--- config.mk ---
export PLATFORM = sky130hd
export DESIGN_NAME = boot_overlay_dec
export DESIGN_NICKNAME = d
export VERILOG_FILES = /design/src/rtl/boot_dec_pkg.sv /design/src/rtl/boot_flag.sv /design/src/rtl/addr_map.sv /design/src/rtl/rdata_mux.sv /design/src/rtl/boot_overlay_dec.sv
export SDC_FILE = /design/constraint.sdc
export NUM_CORES = 1
export LEC_CHECK = 0
export ABC_CLOCK_PERIOD_IN_PS = 1100
export BUFFER_PORTS_ARGS = -buffer_cell sky130_fd_sc_hd__buf_2
export CAP_MARGIN = 20
export CELL_PAD_IN_SITES_DETAIL_PLACEMENT = 1
export CELL_PAD_IN_SITES_GLOBAL_PLACEMENT = 2
export CORE_UTILIZATION = 17
export CTS_CLUSTER_SIZE = 24
export DETAILED_ROUTE_END_ITERATION = 7
export GPL_TIMING_DRIVEN = 0
export PLACE_DENSITY_LB_ADDON = 0.1
export SLEW_MARGIN = 15
export SYNTH_ARGS = -nofsm -noshare
export SYNTH_HDL_FRONTEND = slang
export SYNTH_SLANG_ARGS = --single-unit
--- constraint.sdc ---
create_clock -name clk -period 1.1 [get_ports clk]
set_input_delay 0.055 -clock clk [delete_from_list [all_inputs] [get_ports clk]]
set_output_delay 0.055 -clock clk [all_outputs]
set_load 0.005 [all_outputs]
--- src/rtl/boot_dec_pkg.sv ---
package boot_dec_pkg;
  typedef enum logic [1:0] {
    SEL_NONE = 2'd0,
    SEL_ROM  = 2'd1,
    SEL_RAM  = 2'd2
  } mem_sel_e;
endpackage

--- src/rtl/boot_flag.sv ---
module boot_flag #(
  parameter int PORT_W    = 3,
  parameter int BOOT_PORT = 1
) (
  input  logic              clk,
  input  logic              rst,
  input  logic              io_in_stb,
  input  logic [PORT_W-1:0] io_port,
  output logic              boot_q
);
  localparam logic [PORT_W-1:0] BootCode = PORT_W'(BOOT_PORT);

  logic clear_hit;
  assign clear_hit = io_in_stb && (io_port == BootCode);

  always_ff @(posedge clk) begin
    if (rst)            boot_q <= 1'b1;
    else if (clear_hit) boot_q <= 1'b0;
  end


  boot_clear_chk: assert property (@(posedge clk) disable iff (rst)
    (io_in_stb && io_port == BootCode) |=> !boot_q);


  boot_hold_chk: assert property (@(posedge clk) disable iff (rst)
    (boot_q && !(io_in_stb && io_port == BootCode)) |=> boot_q);


  boot_sticky_chk: assert property (@(posedge clk) disable iff (rst)
    !boot_q |=> !boot_q);
endmodule

--- src/rtl/addr_map.sv ---
module addr_map
  import boot_dec_pkg::*;
#(
  parameter int ADDR_W = 16,
  parameter int ROM_AW = 9,
  parameter int RAM_AW = 12
) (
  input  logic              clk,
  input  logic              rst,
  input  logic              boot,
  input  logic [ADDR_W-1:0] cpu_addr,
  input  logic              cpu_rd,
  input  logic              cpu_wr,
  output mem_sel_e          sel_q,
  output logic [ROM_AW-1:0] rom_addr_q,
  output logic [RAM_AW-1:0] ram_addr_q,
  output logic              ram_we_q
);
  localparam int TOP = ADDR_W - 1;

  logic     hi_region;
  logic     access;
  mem_sel_e sel_d;
  logic     unused_mid;

  assign hi_region  = cpu_addr[TOP] | boot;
  assign access     = cpu_rd | cpu_wr;
  assign unused_mid = ^cpu_addr[TOP-1:RAM_AW];

  always_comb begin
    sel_d = SEL_NONE;
    if (access) sel_d = hi_region ? SEL_ROM : SEL_RAM;
  end

  always_ff @(posedge clk) begin
    if (rst) begin
      sel_q      <= SEL_NONE;
      rom_addr_q <= '0;
      ram_addr_q <= '0;
      ram_we_q   <= 1'b0;
    end else begin
      sel_q      <= sel_d;
      rom_addr_q <= cpu_addr[ROM_AW-1:0];
      ram_addr_q <= cpu_addr[RAM_AW-1:0];
      ram_we_q   <= cpu_wr && (sel_d == SEL_RAM);
    end
  end


  boot_rom_chk: assert property (@(posedge clk) disable iff (rst)
    (boot && (cpu_rd || cpu_wr)) |=> sel_q == SEL_ROM);


  rom_write_gate_chk: assert property (@(posedge clk) disable iff (rst)
    ram_we_q |-> sel_q == SEL_RAM);


  idle_chk: assert property (@(posedge clk) disable iff (rst)
    !(cpu_rd || cpu_wr) |=> sel_q == SEL_NONE);
endmodule

--- src/rtl/rdata_mux.sv ---
module rdata_mux
  import boot_dec_pkg::*;
#(
  parameter int DATA_W = 8
) (
  input  mem_sel_e          sel,
  input  logic [DATA_W-1:0] rom_rdata,
  input  logic [DATA_W-1:0] ram_rdata,
  output logic [DATA_W-1:0] cpu_rdata
);
  always_comb begin
    unique case (sel)
      SEL_ROM: cpu_rdata = rom_rdata;
      SEL_RAM: cpu_rdata = ram_rdata;
      default: cpu_rdata = '0;
    endcase
  end
endmodule

--- src/rtl/boot_overlay_dec.sv ---
module boot_overlay_dec
  import boot_dec_pkg::*;
#(
  parameter int ADDR_W    = 16,
  parameter int DATA_W    = 8,
  parameter int ROM_AW    = 9,
  parameter int RAM_AW    = 12,
  parameter int PORT_W    = 3,
  parameter int BOOT_PORT = 1
) (
  input  logic              clk,
  input  logic              rst,
  input  logic [ADDR_W-1:0] cpu_addr,
  input  logic              cpu_rd,
  input  logic              cpu_wr,
  input  logic              io_in_stb,
  input  logic [PORT_W-1:0] io_port,
  input  logic [DATA_W-1:0] rom_rdata,
  input  logic [DATA_W-1:0] ram_rdata,
  output logic              rom_cs,
  output logic [ROM_AW-1:0] rom_addr,
  output logic              ram_cs,
  output logic [RAM_AW-1:0] ram_addr,
  output logic              ram_we,
  output logic [DATA_W-1:0] cpu_rdata
);
  logic     boot;
  mem_sel_e sel;

  boot_flag #(.PORT_W(PORT_W), .BOOT_PORT(BOOT_PORT)) u_flag (
    .clk(clk), .rst(rst), .io_in_stb(io_in_stb), .io_port(io_port),
    .boot_q(boot)
  );

  addr_map #(.ADDR_W(ADDR_W), .ROM_AW(ROM_AW), .RAM_AW(RAM_AW)) u_map (
    .clk(clk), .rst(rst), .boot(boot), .cpu_addr(cpu_addr),
    .cpu_rd(cpu_rd), .cpu_wr(cpu_wr), .sel_q(sel),
    .rom_addr_q(rom_addr), .ram_addr_q(ram_addr), .ram_we_q(ram_we)
  );

  rdata_mux #(.DATA_W(DATA_W)) u_mux (
    .sel(sel), .rom_rdata(rom_rdata), .ram_rdata(ram_rdata),
    .cpu_rdata(cpu_rdata)
  );

  assign rom_cs = (sel == SEL_ROM);
  assign ram_cs = (sel == SEL_RAM);


  reset_idle_chk: assert property (@(posedge clk)
    rst |=> (!rom_cs && !ram_cs && !ram_we));


  select_excl_chk: assert property (@(posedge clk) disable iff (rst)
    !(rom_cs && ram_cs));


  low_after_boot_chk: assert property (@(posedge clk) disable iff (rst)
    (!boot && cpu_rd && !cpu_addr[ADDR_W-1]) |=> ram_cs);
endmodule

# After elaboration in Yosys (flattened, before gate mapping)
# Index checks and enable logic that the tools add are counted.
# Widths: inputs -> output; s select.
# classes
shifts	0
eq_ne	4
mul	0
div	0
magnitude_cmp	0
reduce_logical	2
n_mux	3
addsub	0
n_bitwise	2
# op_table
operator	count
$pmux 8 s2	1
$eq 2x2->1 const B	2
$mux 2	2
$eq 3x1->1 const B	1
$eq 2x1->1 const B	1
$logic_and 1x1->1	2
$or 1x1->1	2
# totals
output_inout_bits	32
latch_bits	0
mem_count	0
ramBits	0
word_cells	16
romBits	0
ff_bits	25

# Depth between registers and ports, before layout
# logic_depth
word_depth	5
depth_mapped	5

# Hierarchy
# Synthesis repeated with hierarchy kept, for this count alone.
# unflattened
cells_unflattened	70
area_unflattened_um2	740.7
# by_module_without_submodules
mod	seq_area_each_um2	n_inst	area_per_inst_um2	cells_each
addr_map	300.3	1	498.0	42
rdata_mux	0.0	1	188.9	23
boot_flag	20.0	1	38.8	3
boot_overlay_dec	0.0	1	15.0	2

# Worst setup path after synthesis
# OpenSTA, ideal clock, no wires.
# synth_path
path_type	register to output
from	reg u_map.sel_q[1]
to	out cpu_rdata[7]
arrival_ns	0.950
t_required_ns	1.045
path_stages_with_launch	6
path_slack_ns	0.095
path_buffers	1
path_cell_list	dfxtp_1 inv_1 ha_1 buf_2 a22oi_1 nor2_1
# synth_via
elab_chain_cells	2
elab_cells_between_ends	3
# synth_lines
item	line_no	rtl
start: declaration	addr_map.sv:14	output mem_sel_e sel_q,
start signal: assignment	addr_map.sv:42	sel_q <= sel_d;
$eq 2x1->1	--	
via rom_cs	boot_overlay_dec.sv:20	output logic rom_cs,
$pmux 8 s2	rdata_mux.sv:12	unique case (sel)
end: declaration	boot_overlay_dec.sv:25	output logic [DATA_W-1:0] cpu_rdata
# The timed path passes the listed nets, and every way through them passes these cells.

# Worst setup path in the final report
# layout_path
from	reg u_map.sel_q[1]
to	out cpu_rdata[7]
# layout_via
elab_chain_cells	2
elab_cells_between_ends	3
# layout_lines
item	line_no
$eq 2x2->1 / $eq 2x1->1 (equally long branches)	rdata_mux.sv:12
$pmux 8 s2 (*)	rdata_mux.sv:12
# Every way passes the cells marked *; elsewhere a longest branch is shown, timed or not.

==> flow_summary_export.csv <==
group,metric,value,unit
global_route,grt_max_degree,11,
die,die_area,4430,um2
min_path,whs_path_depth,2,
min_path,min_delay_worst_endpoint,"u_map.ram_addr_q[7]",
die,core,4000,um2
detailed_routing,wl_per_cell,9.77,um
die,die_h,66.5,um
clock_network,clock_latency,240,ps
synthesis,synth_mux_area_share,0,%
clock_network,root_buffer,"clkbuf_8",
sta,fin_crit_sh,118,%
setup_path,r2r-end,"u_map.sel_q[0]",
clock_network,clock_path_buffers,2,
layout,design_area,1270,um2
synthesis,synthAdderAreaFrac,5.30,%
synthesis,postSynthCellCount,68,
setup_path,reg2reg_depth,2,
placed_design,post-place-ws,-127,ps
die,chipWidth,66.5,um
setup_path,rrSetupSlack,340,ps
synthesis,synth_top_family_by_area,"simple AND/OR/NAND/NOR gates",
clock_network,htreeDepth,1,
die,pin_count,72,
outcome,violations,"setup timing",
setup_path,rr_startpoint,"u_flag.boot_q",
die,start_util,17.7,%
placed_design,gp_congestion,0.613,
layout,drive_gt1_share,74.5,%
synthesis,ys_ff_latch,16,
sta,max_clock_freq,768,MHz
layout,fin_nets,185,
global_route,antenna_found_initial,0,
clock_network,cts.clk_slew.worst_paths,60,ps
placed_design,io_buffer_count,68,
sta,hold_violations,0,
global_route,grt_pass1_vias,682,
sta,setup_viol,9,
power_and_ir_drop,peakVddDrop,530,uV
global_route,overflow,0,
setup_path,critical-path-max-stage-delay,350,ps
clock_network,postCtsHoldBufs,0,
setup_path,slowest_stage,"dfxtp_2",
synthesis,netlist_area,708,um2
synthesis,synth_xor_area_share,0,%
clock_network,cts_tree,"done",
detailed_routing,drtIter0Drc,11,
setup_path,cp.arrival,1250,ps
power_and_ir_drop,powerDensity,1100,nW/um2
outcome,outcome,"finished, violations left",
synthesis,syn_avg_cell_area,10.4,um2
synthesis,yosysWarningCount,0,
setup_path,crit_path_end_kind,"output pin",
placed_design,dp_hpwl,1.56,mm
setup_path,cp_cell_sequence,"inv_2 > ha_4 > buf_8 > a22oi_2 > nor2_1 > buf_2",
min_path,min_path_type,"in -> reg",
synthesis,synth_compound_gate_area_share,9.72,%
sta,period_minus_slack,1300,ps
placed_design,place_area,1110,um2
setup_path,crit_path_max_fanout,8,
sta,rsz0062_at_grt,"yes",
run,maxCapViolCount,0,
power_and_ir_drop,total_power,0.00139,W
global_route,grt_pass1_wl,2.97,mm
detailed_routing,drc,0,
detailed_routing,vias_per_cell,3.80,
sta,worst_pin_slew,278,ps
synthesis,synth-simple-area-share,26.3,%
setup_path,worst-setup-path-type,"reg -> out",
power_and_ir_drop,p_leak,0.649,nW
sta,finClkSkew,2.84,ps
sta,max-slew-margin-rel,81.4,%
detailed_routing,dr.pass1.iters,4,
layout,post-route-util,31.7,%
synthesis,ys_seq_area_share,45.2,%
setup_path,startpoint_type,"flop",
min_path,hp-start,"cpu_addr[7]",
die,num_rows,23,
detailed_routing,vias,725,
detailed_routing,ant_nets,0,
clock_network,clkSinkCount,16,
detailed_routing,wl,1.87,mm
layout,fillers,495,
layout,area_growth,79.0,%
layout,diodes,0,
synthesis,synth_cell_types,17,
setup_path,required,1040,ps
clock_network,cts_inserted_buffers,3,
synthesis,synth_fp_nets,111,
sta,worst_slack,-202,ps
sta,final_max_slew_viol_count,0,
global_route,grt_usage,8.96,%
-- power by group --
| group | switching [W] | total [W] | internal (W) |
|---|---|---|---|
| clock network | 0.000192 | 0.000508 | 0.000317 |
| logic | 0.000102 | 0.000258 | 0.000156 |
| registers | 0.0000151 | 0.000624 | 0.000609 |
-- state kept, by name, summed over array words and instances (netlist names) --
name,flops
u_map.ram_we_q,1
u_map.sel_q,2
u_map.ram_addr_q,12
u_flag.boot_q,1
-- logic make-up (layout without fill, tap and decap cells) --
| kind of cell | after synthesis | in the layout |
|---|---|---|
| simple gates | 26 | 26 |
| fa+ha+maj | 3 | 3 |
| buf+inv | 14 | 87 |
| compound gates | 9 | 9 |
| flops | 16 | 16 |
-- synthesized netlist by cell type --
library cell / instances / area (um2)
buf_1: 1 / 3.75
nor2_1: 9 / 33.8
nor4b_4: 1 / 23.8
and2b_1: 4 / 30.0
buf_2: 1 / 5.00
ha_1: 3 / 37.5
nor2_2: 1 / 6.26
nand4bb_1: 1 / 11.3
nor2b_1: 8 / 50.1
nor3_2: 1 / 10.0
a21o_2: 1 / 8.76
inv_1: 2 / 7.51
buf_6: 1 / 11.3
buf_4: 9 / 67.6
a22oi_1: 8 / 60.1
dfxtp_1: 16 / 320
nor4_4: 1 / 21.3
-- final cells by class --
class                      count  area, um2  share of cell area [%]
inverter                       2       7.51                   0.592
sequential                    16        323                    25.5
timing repair buffer          70        355                    28.0
tap                           50       62.6                    4.94
buffer                        11       93.8                    7.40
multi-input combinational     38        370                    29.2
clock buffer                   4       55.1                    4.34
-- repair_timing --
item	CTS	global route
buffers inserted	2	0
gates resized for setup	20	1
setup endpoints to repair	9	9
pin swaps	4	0
-- how the worst max path moves through the flow --
| stage | from | to | slack (ps) | depth (start not counted) |
|---|---|---|---|---|
| 4_1_cts | u_map.sel_q[1] | cpu_rdata[7] | -220 | 6 |
| 3_5_place_dp | u_map.sel_q[0] | cpu_rdata[0] | -130 | 5 |
| 2_1_floorplan | u_map.sel_q[1] | cpu_rdata[7] | 100 | 5 |
| 3_3_place_gp | u_map.sel_q[0] | cpu_rdata[7] | -130 | 5 |
| 6_report | u_map.sel_q[1] | cpu_rdata[7] | -200 | 6 |
| 5_1_grt | u_map.sel_q[1] | cpu_rdata[0] | -290 | 5 |
-- critical path: cells and delay by family, from the launching register on --
kind,cells,cell delay [ps]
DFF,1,350
and+or+nand+nor,1,60
adders and majority gates,1,150
buffers and inverters,3,290
AOI/OAI and AO/OA,1,140
-- layer usage --
layer / wire length, um / vias to the layer above / share of wire (%) / global-route usage (%)
li1: - / 360 / - / -
met1: 620 / 328 / 33 / 7.98
met2: 1030 / 37 / 55 / 18.4
met3: 212 / 0 / 11 / 3.60
met4: 0 / 0 / 0 / 1.60
met5: 0 / - / 0 / 0
-- placed cells by master, fill, tap and decap left out --
| cell | count |
|---|---|
| buf_6 | 1 |
| a22oi_2 | 8 |
| clkbuf_8 | 4 |
| nor3_2 | 1 |
| nor4b_4 | 1 |
| and2b_1 | 4 |
| dfxtp_2 | 2 |
| nand4bb_1 | 1 |
| nor2_1 | 9 |
| nor4_4 | 1 |
| inv_2 | 2 |
| nor2_2 | 1 |
| buf_8 | 1 |
| buf_2 | 68 |
| buf_4 | 11 |
| ha_4 | 3 |
| a21o_2 | 1 |
| dfxtp_1 | 14 |
| nor2b_1 | 8 |
-- stage by stage --
| stage | setup TNS (ps) | hold WS, ps | cells |
|---|---|---|---|
| after floorplan | 0 | 127 | 68 |
| final | -1530 | 15.4 | 191 |
| after global routing | -2200 | 14.0 | 191 |
| after CTS | -1710 | 8.54 | 191 |
| after detailed placement | -982 | 269 | 186 |
| after global placement | -932 | 261 | 186 |
Note: power is estimated with default switching activity, not from simulation.
